<file path="config.mk">
export PLATFORM = sky130hd
export DESIGN_NAME = mmu_walker
export DESIGN_NICKNAME = d
export VERILOG_FILES = /design/src/rtl/mmu_walk_pkg.sv /design/src/rtl/mmu_l1_decode.sv /design/src/rtl/mmu_l2_decode.sv /design/src/rtl/mmu_access_check.sv /design/src/rtl/mmu_walker.sv
export SDC_FILE = /design/constraint.sdc
export NUM_CORES = 1
export LEC_CHECK = 0
export CORE_MARGIN = 2
export CORE_UTILIZATION = 49
export CTS_CLUSTER_DIAMETER = 120
export DETAILED_ROUTE_END_ITERATION = 8
export PLACE_DENSITY = 0.81
export SLEW_MARGIN = 20
export SYNTH_ARGS = -nofsm -noshare
export SYNTH_HDL_FRONTEND = slang
export SYNTH_SLANG_ARGS = --single-unit
</file>
<file path="constraint.sdc">
create_clock -name clk_i -period 3.4 [get_ports clk_i]
set_input_delay 0.51 -clock clk_i [delete_from_list [all_inputs] [get_ports clk_i]]
set_output_delay 0.51 -clock clk_i [all_outputs]
set_load 0.1 [all_outputs]
</file>
<file path="src/rtl/mmu_walk_pkg.sv">
package mmu_walk_pkg;
  localparam int unsigned ADDR_W      = 32;
  localparam int unsigned DOM_W       = 4;
  localparam int unsigned DOM_CNT     = 1 << DOM_W;
  localparam int unsigned AP_W        = 2;
  localparam int unsigned SUBPG_CNT   = 4;
  localparam int unsigned L1_BASE_LSB = 14;
  localparam int unsigned SECT_SHIFT  = 20;
  localparam int unsigned LARGE_SHIFT = 16;
  localparam int unsigned SMALL_SHIFT = 12;
  localparam int unsigned TINY_SHIFT  = 10;
  localparam int unsigned AP_LSB      = 4;

  typedef enum logic [1:0] {
    L1_FAULT   = 2'b00,
    L1_COARSE  = 2'b01,
    L1_SECTION = 2'b10,
    L1_FINE    = 2'b11
  } l1_kind_e;

  typedef enum logic [1:0] {
    L2_FAULT = 2'b00,
    L2_LARGE = 2'b01,
    L2_SMALL = 2'b10,
    L2_TINY  = 2'b11
  } l2_kind_e;

  typedef enum logic [1:0] {
    DOM_NOACC   = 2'b00,
    DOM_CLIENT  = 2'b01,
    DOM_RSVD    = 2'b10,
    DOM_MANAGER = 2'b11
  } dom_mode_e;

  typedef enum logic [2:0] {
    FLT_NONE      = 3'd0,
    FLT_SECT_XLAT = 3'd1,
    FLT_PAGE_XLAT = 3'd2,
    FLT_DOMAIN    = 3'd3,
    FLT_PERM      = 3'd4
  } fault_e;

  typedef enum logic [2:0] {
    ST_IDLE, ST_L1_REQ, ST_L1_WAIT, ST_L2_REQ, ST_L2_WAIT, ST_DONE
  } walk_state_e;

  typedef struct packed {
    logic [ADDR_W-1:0] pa;
    logic              cacheable;
    logic              bufferable;
    fault_e            fault;
  } walk_result_t;

  function automatic logic ap_allows(logic [AP_W-1:0] ap, logic user, logic write);
    logic ok;
    unique case (ap)
      2'b00:   ok = !user && !write;
      2'b01:   ok = !user;
      2'b10:   ok = !user || !write;
      default: ok = 1'b1;
    endcase
    return ok;
  endfunction

  function automatic walk_result_t make_result(fault_e f, logic [ADDR_W-1:0] pa,
                                               logic c, logic b);
    walk_result_t r;
    r.fault      = f;
    r.pa         = (f == FLT_NONE) ? pa : '0;
    r.cacheable  = (f == FLT_NONE) && c;
    r.bufferable = (f == FLT_NONE) && b;
    return r;
  endfunction
endpackage

</file>
<file path="src/rtl/mmu_l1_decode.sv">
module mmu_l1_decode
  import mmu_walk_pkg::*;
(
  input  logic [ADDR_W-1:0]     desc_i,
  input  logic [SECT_SHIFT-1:0] va_low_i,
  output l1_kind_e              kind_o,
  output logic [ADDR_W-1:0]     sect_pa_o,
  output logic [ADDR_W-1:0]     l2_addr_o,
  output logic [DOM_W-1:0]      dom_o,
  output logic [AP_W-1:0]       ap_o,
  output logic                  c_o,
  output logic                  b_o
);
  localparam int unsigned COARSE_IDX_W = SECT_SHIFT - SMALL_SHIFT;
  localparam int unsigned FINE_IDX_W   = SECT_SHIFT - TINY_SHIFT;

  logic [ADDR_W-1:0] coarse_addr, fine_addr;
  logic              unused_imp;

  assign kind_o    = l1_kind_e'(desc_i[1:0]);
  assign sect_pa_o = {desc_i[ADDR_W-1:SECT_SHIFT], va_low_i};
  assign dom_o     = desc_i[5 +: DOM_W];
  assign ap_o      = desc_i[10 +: AP_W];
  assign c_o       = desc_i[3];
  assign b_o       = desc_i[2];
  assign unused_imp = desc_i[4];

  // short table: 1 KB aligned, 256 words; long table: 4 KB aligned, 1024 words
  assign coarse_addr = {desc_i[ADDR_W-1:TINY_SHIFT],
                        va_low_i[SMALL_SHIFT +: COARSE_IDX_W], 2'b00};
  assign fine_addr   = {desc_i[ADDR_W-1:SMALL_SHIFT],
                        va_low_i[TINY_SHIFT +: FINE_IDX_W], 2'b00};
  assign l2_addr_o   = (kind_o == L1_COARSE) ? coarse_addr : fine_addr;
endmodule

</file>
<file path="src/rtl/mmu_l2_decode.sv">
module mmu_l2_decode
  import mmu_walk_pkg::*;
(
  input  logic [ADDR_W-1:0]     desc_i,
  input  logic [SECT_SHIFT-1:0] va_low_i,
  input  logic                  fine_i,
  output logic                  valid_o,
  output logic [ADDR_W-1:0]     pa_o,
  output logic [AP_W-1:0]       ap_o,
  output logic                  c_o,
  output logic                  b_o
);
  l2_kind_e        kind;
  logic [AP_W-1:0] ap_fld [SUBPG_CNT];

  for (genvar k = 0; k < SUBPG_CNT; k++) begin : g_ap
    assign ap_fld[k] = desc_i[AP_LSB + AP_W*k +: AP_W];
  end

  assign kind = l2_kind_e'(desc_i[1:0]);
  assign c_o  = desc_i[3];
  assign b_o  = desc_i[2];

  always_comb begin
    valid_o = 1'b1;
    pa_o    = '0;
    ap_o    = ap_fld[0];
    unique case (kind)
      L2_LARGE: begin
        pa_o = {desc_i[ADDR_W-1:LARGE_SHIFT], va_low_i[LARGE_SHIFT-1:0]};
        ap_o = ap_fld[va_low_i[LARGE_SHIFT-2 +: 2]];
      end
      L2_SMALL: begin
        pa_o = {desc_i[ADDR_W-1:SMALL_SHIFT], va_low_i[SMALL_SHIFT-1:0]};
        ap_o = ap_fld[va_low_i[SMALL_SHIFT-2 +: 2]];
      end
      L2_TINY: begin
        pa_o    = {desc_i[ADDR_W-1:TINY_SHIFT], va_low_i[TINY_SHIFT-1:0]};
        valid_o = fine_i;  // tiny pages exist only in long tables
      end
      default: valid_o = 1'b0;
    endcase
  end
endmodule

</file>
<file path="src/rtl/mmu_access_check.sv">
module mmu_access_check
  import mmu_walk_pkg::*;
(
  input  logic [ADDR_W-1:0] dac_i,
  input  logic [DOM_W-1:0]  dom_i,
  input  logic [AP_W-1:0]   ap_i,
  input  logic              user_i,
  input  logic              write_i,
  output fault_e            fault_o
);
  dom_mode_e modes [DOM_CNT];

  for (genvar g = 0; g < DOM_CNT; g++) begin : g_dom
    assign modes[g] = dom_mode_e'(dac_i[2*g +: 2]);
  end

  always_comb begin
    unique case (modes[dom_i])
      DOM_MANAGER: fault_o = FLT_NONE;
      DOM_CLIENT:  fault_o = ap_allows(ap_i, user_i, write_i) ? FLT_NONE : FLT_PERM;
      default:     fault_o = FLT_DOMAIN;
    endcase
  end
endmodule

</file>
<file path="src/rtl/mmu_walker.sv">
module mmu_walker
  import mmu_walk_pkg::*;
(
  input  logic              clk_i,
  input  logic              rst_ni,
  input  logic              req_valid_i,
  input  logic [31:0]       req_va_i,
  input  logic              req_user_i,
  input  logic              req_write_i,
  input  logic [31:0]       ttb_i,
  input  logic [31:0]       dac_i,
  output logic              busy_o,
  output logic              rsp_valid_o,
  output logic [31:0]       rsp_pa_o,
  output logic              rsp_cacheable_o,
  output logic              rsp_bufferable_o,
  output logic [2:0]        rsp_fault_o,
  output logic              mem_req_o,
  output logic [31:0]       mem_addr_o,
  input  logic              mem_rsp_valid_i,
  input  logic [31:0]       mem_rdata_i
);
  localparam int unsigned TTB_W = ADDR_W - L1_BASE_LSB;
  localparam int unsigned VIDX_W = ADDR_W - SECT_SHIFT;

  walk_state_e       state_q, state_d;
  logic [ADDR_W-1:0] va_q;
  logic              user_q, write_q, fine_q;
  logic [TTB_W-1:0]  ttb_q;
  logic [ADDR_W-1:0] dac_q;
  logic [ADDR_W-1:0] l2_addr_q;
  logic [DOM_W-1:0]  dom_q;
  walk_result_t      res_q, res_d;
  logic              accept, l1_take, l2_take;
  logic [L1_BASE_LSB-1:0] unused_ttb;

  l1_kind_e          l1_kind;
  logic [ADDR_W-1:0] l1_sect_pa, l1_l2_addr, l2_pa;
  logic [DOM_W-1:0]  l1_dom, chk_dom;
  logic [AP_W-1:0]   l1_ap, l2_ap, chk_ap;
  logic              l1_c, l1_b, l2_c, l2_b, l2_valid;
  fault_e            chk_fault;

  assign unused_ttb = ttb_i[L1_BASE_LSB-1:0];

  mmu_l1_decode u_l1_dec (
    .desc_i    (mem_rdata_i),
    .va_low_i  (va_q[SECT_SHIFT-1:0]),
    .kind_o    (l1_kind),
    .sect_pa_o (l1_sect_pa),
    .l2_addr_o (l1_l2_addr),
    .dom_o     (l1_dom),
    .ap_o      (l1_ap),
    .c_o       (l1_c),
    .b_o       (l1_b)
  );

  mmu_l2_decode u_l2_dec (
    .desc_i   (mem_rdata_i),
    .va_low_i (va_q[SECT_SHIFT-1:0]),
    .fine_i   (fine_q),
    .valid_o  (l2_valid),
    .pa_o     (l2_pa),
    .ap_o     (l2_ap),
    .c_o      (l2_c),
    .b_o      (l2_b)
  );

  // one checker shared by the section path and the page path
  assign chk_dom = (state_q == ST_L2_WAIT) ? dom_q : l1_dom;
  assign chk_ap  = (state_q == ST_L2_WAIT) ? l2_ap : l1_ap;

  mmu_access_check u_acc (
    .dac_i   (dac_q),
    .dom_i   (chk_dom),
    .ap_i    (chk_ap),
    .user_i  (user_q),
    .write_i (write_q),
    .fault_o (chk_fault)
  );

  assign accept  = (state_q == ST_IDLE) && req_valid_i;
  assign l1_take = (state_q == ST_L1_WAIT) && mem_rsp_valid_i;
  assign l2_take = (state_q == ST_L2_WAIT) && mem_rsp_valid_i;

  always_comb begin
    state_d = state_q;
    res_d   = res_q;
    unique case (state_q)
      ST_IDLE:   if (req_valid_i) state_d = ST_L1_REQ;
      ST_L1_REQ: state_d = ST_L1_WAIT;
      ST_L1_WAIT: if (mem_rsp_valid_i) begin
        unique case (l1_kind)
          L1_FAULT: begin
            res_d   = make_result(FLT_SECT_XLAT, '0, 1'b0, 1'b0);
            state_d = ST_DONE;
          end
          L1_SECTION: begin
            res_d   = make_result(chk_fault, l1_sect_pa, l1_c, l1_b);
            state_d = ST_DONE;
          end
          default: state_d = ST_L2_REQ;
        endcase
      end
      ST_L2_REQ: state_d = ST_L2_WAIT;
      ST_L2_WAIT: if (mem_rsp_valid_i) begin
        res_d   = l2_valid ? make_result(chk_fault, l2_pa, l2_c, l2_b)
                           : make_result(FLT_PAGE_XLAT, '0, 1'b0, 1'b0);
        state_d = ST_DONE;
      end
      default: state_d = ST_IDLE;
    endcase
  end

  always_ff @(posedge clk_i or negedge rst_ni) begin
    if (!rst_ni) begin
      state_q <= ST_IDLE;
      res_q   <= '0;
    end else begin
      state_q <= state_d;
      res_q   <= res_d;
    end
  end

  always_ff @(posedge clk_i or negedge rst_ni) begin
    if (!rst_ni) begin
      va_q    <= '0;
      user_q  <= 1'b0;
      write_q <= 1'b0;
      ttb_q   <= '0;
      dac_q   <= '0;
    end else if (accept) begin
      va_q    <= req_va_i;
      user_q  <= req_user_i;
      write_q <= req_write_i;
      ttb_q   <= ttb_i[ADDR_W-1:L1_BASE_LSB];
      dac_q   <= dac_i;
    end
  end

  always_ff @(posedge clk_i or negedge rst_ni) begin
    if (!rst_ni) begin
      l2_addr_q <= '0;
      dom_q     <= '0;
      fine_q    <= 1'b0;
    end else if (l1_take) begin
      l2_addr_q <= l1_l2_addr;
      dom_q     <= l1_dom;
      fine_q    <= (l1_kind == L1_FINE);
    end
  end

  assign busy_o           = (state_q != ST_IDLE);
  assign rsp_valid_o      = (state_q == ST_DONE);
  assign rsp_pa_o         = res_q.pa;
  assign rsp_cacheable_o  = res_q.cacheable;
  assign rsp_bufferable_o = res_q.bufferable;
  assign rsp_fault_o      = res_q.fault;
  assign mem_req_o        = (state_q == ST_L1_REQ) || (state_q == ST_L2_REQ);
  assign mem_addr_o       = (state_q == ST_L2_REQ) ? l2_addr_q
                          : {ttb_q, va_q[ADDR_W-1 -: VIDX_W], 2'b00};

  logic unused_take;
  assign unused_take = l2_take;
endmodule

</file>
==> summary.txt <==
Synthesis
  • EDFF count, synth: 0
  • Sequential area share after synthesis: 52.2%
  • Cells after Synth: 610
  • YS warnings: 0
  • Post-Syn Area: 7620 um^2
  • Async SR Flop Fraction: 100%
  • Post-synth cell types: 48
  • Syn avg cell area: 12.5 um^2
  • Primary FF master, synth: dfrtp_1
  • FF+latch count, synth: 159

Die
  • Die area: 16,600 um^2
  • Core Area: 15,200 um^2
  • # IOs: 206
  • DIE HEIGHT: 129 um
  • Starting Density: 50.1%
  • Cell Rows: 45
  • Die Width: 129 um

Clock network
  • H-tree depth: 4
  • Post-CTS sizing: 0
  • Clock Path Buffers: 2
  • Postcts setup bufs: 0
  • Root Buffer: clkbuf_16
  • TritonCTS buffer count: 17
  • Clk slew on worst S/H paths: 0.06 ns
  • Worst-skew pair later-pin latency: 0.43 ns
  • # clock sinks: 159
  • CTS tree: yes

Global routing
  • Vias in the first global route: 5,852
  • Pin count of the biggest net entering global routing: 109
  • First-pass GRT wire length: 30.7 mm
  • Total GRT Usage: 24.1%
  • Gr ovfl total: 0
  • Initial antenna violation count: 0

Timing
  • Max-slew violation count: 0
  • Final Skew: 0.00802 ns
  • Worst Tran Pin Value: 1.06 ns
  • Max Fclk: 325 MHz
  • Worst slew margin: 29.2%
  • RSZ-0062 raised after global routing: false
  • Min Tclk post-route: 3.08 ns
  • Final Hold Vio Count: 0
  • Final Cycle Share: 90.6%
  • # setup viols final: 0
  • Setup total negative slack: 0 ns

Finish
  • Area growth from synthesis to layout: 39.1%
  • Share of cells above drive strength 1: 30.5%
  • Footprint of the multi-input gates: 3370 um^2
  • Register area: 3980 um^2
  • N_diodes: 0
  • Fillcell total: 1,045
  • Final nets: 928

Placement
  • HPWL Detailed: 13.5 mm
  • Final Wtd Congestion: 0.855
  • I/O Buffers: 189

Routing
  • Drt first pass iters: 6
  • DRT antenna net count: 0
  • Drt total wl: 19.1 mm
  • Post-route DRC violation count: 0
  • Total number of vias: 5,576
  • WL/cell: 19.3 um
  • Drt via density: 5.63
  • Initial DRC count: 352

Setup path
  • Max Fanout on Critical Path: 17
  • Slowest cell delay on critical path: 0.48 ns
  • CP arrival: 2.57 ns
  • WP buf/inv: 2
  • Worst path cell trace: nor2b_1, nand2_1, buf_4, mux2_2, buf_12
  • CP required: 2.89 ns
  • Critical path's top delay family: simple AND/OR/NAND/NOR gates
  • Worst setup path class: reg2out
  • CP Launch Type: register
  • Kind of end point of the critical path: output pin
  • Critical path's slowest cell: dfrtp_1

Run status
  • Outcome: completed

Flow run
  • Max-cap violations: 0

Worst hold path
  • Hold Crit Class: reg2reg
## placed cells by master, fill, tap and decap left out, drive strengths merged, types with 4 or more instances in the layout
master,n
clkinvlp,6
inv,12
nand2,72
clkdlybuf4s50,156
or2,4
clkbuf,20
nor3,8
a211oi,8
a22oi,8
dfrtp,159
o31ai,35
mux4,14
ha,4
o21ai,11
buf,52
nor2,22
a21oi,11
mux2i,21
mux2,139
## cell families after synthesis
family	synth area share (%)
AOI/OAI and AO/OA	8.75
adders and majority gates	0.788
muxes	27.4
DFF	52.2
other	0.0492
and+or+nand+nor	6.93
buffers and inverters	3.83
## worst min-delay path, cell delays in order (launching register included)
cell,delay (ns)
dfrtp_1,0.34
nand2_1,0.05
o31ai_1,0.05
## state kept, by name, summed over array words and instances (netlist names), 3 cells and up
register	cells
l2_addr_q	30
va_q	32
rsp_pa_o	32
dom_q	4
state_q	3
ttb_q	18
rsp_fault_o	3
dac_q	32
## final cells by class
class,instances,area share (%)
sequential,159,37.5
multi-input combinational,394,31.8
timing repair buffer,209,22.9
clock buffer,20,4.21
tap,188,2.22
clock inverter,12,1.05
inverter,9,0.319
## per-layer routing
metal | routed length, um | global-route usage [%] | part of all wire (%)
met4 | 375 | 8.18 | 2.0
met1 | 7980 | 31.0 | 42
met5 | 0 | 0 | 0
met3 | 1200 | 5.78 | 6.3
met2 | 9570 | 40.2 | 50
## path summary, 6_finish.rpt
| check | startpoint | slack [ns] | cells past startpoint | end |
|---|---|---|---|---|
| worst min-delay path | rsp_pa_o[25]$_DFFE_PN0P_ | 0.48 | 2 | rsp_pa_o[25]$_DFFE_PN0P_ |
| worst max-delay path | state_q[1]$_DFFE_PN0P_ | 0.32 | 5 | mem_addr_o[7] |
| worst max register to register | state_q[0]$_DFFE_PN0P_ | 0.37 | 7 | rsp_pa_o[11]$_DFFE_PN0P_ |
| max in group asynchronous | rst_ni | 1.85 | 4 | va_q[8]$_DFFE_PN0P_ |
| worst min register to register | rsp_pa_o[25]$_DFFE_PN0P_ | 0.48 | 2 | rsp_pa_o[25]$_DFFE_PN0P_ |
| min in group asynchronous | rst_ni | 0.55 | 2 | ttb_q[8]$_DFFE_PN0P_ |
## per-stage QoR
stage	worst slack, ns	hold slack [ns]	utilization, %	area, um^2	std cells
after CTS	0.324	0.262	69.5	10600	989
after global routing	0.218	0.505	69.7	10600	991
after floorplan	0.164	0.214	-	7620	611
after global placement	0.230	0.459	65.8	10000	957
final	0.320	0.475	69.7	10600	991
after detailed placement	0.153	0.467	65.8	10000	957
## synth_stat cells, drive strengths merged (8+ instances only)
master	n	area, um^2
dfrtp	159	3980
mux2	139	1570
nand2	72	270
o31ai	35	273
clkbuf	26	97.6
buf	23	160
nor2	22	82.6
mux2i	21	210
mux4	14	315
a21oi	11	55.1
o21ai	11	55.1
inv	9	33.8
a211oi	8	72.6
a22oi	8	60.1
nor3	8	45.0
## repair_timing
item	4_1_cts	5_1_grt
hold buffers	0	1
endpoints found under the hold margin	0	33
endpoints found under the setup margin	0	0
Power is not shown: default switching activity piles up to over one toggle a cycle in this logic, so the estimate is an artifact.
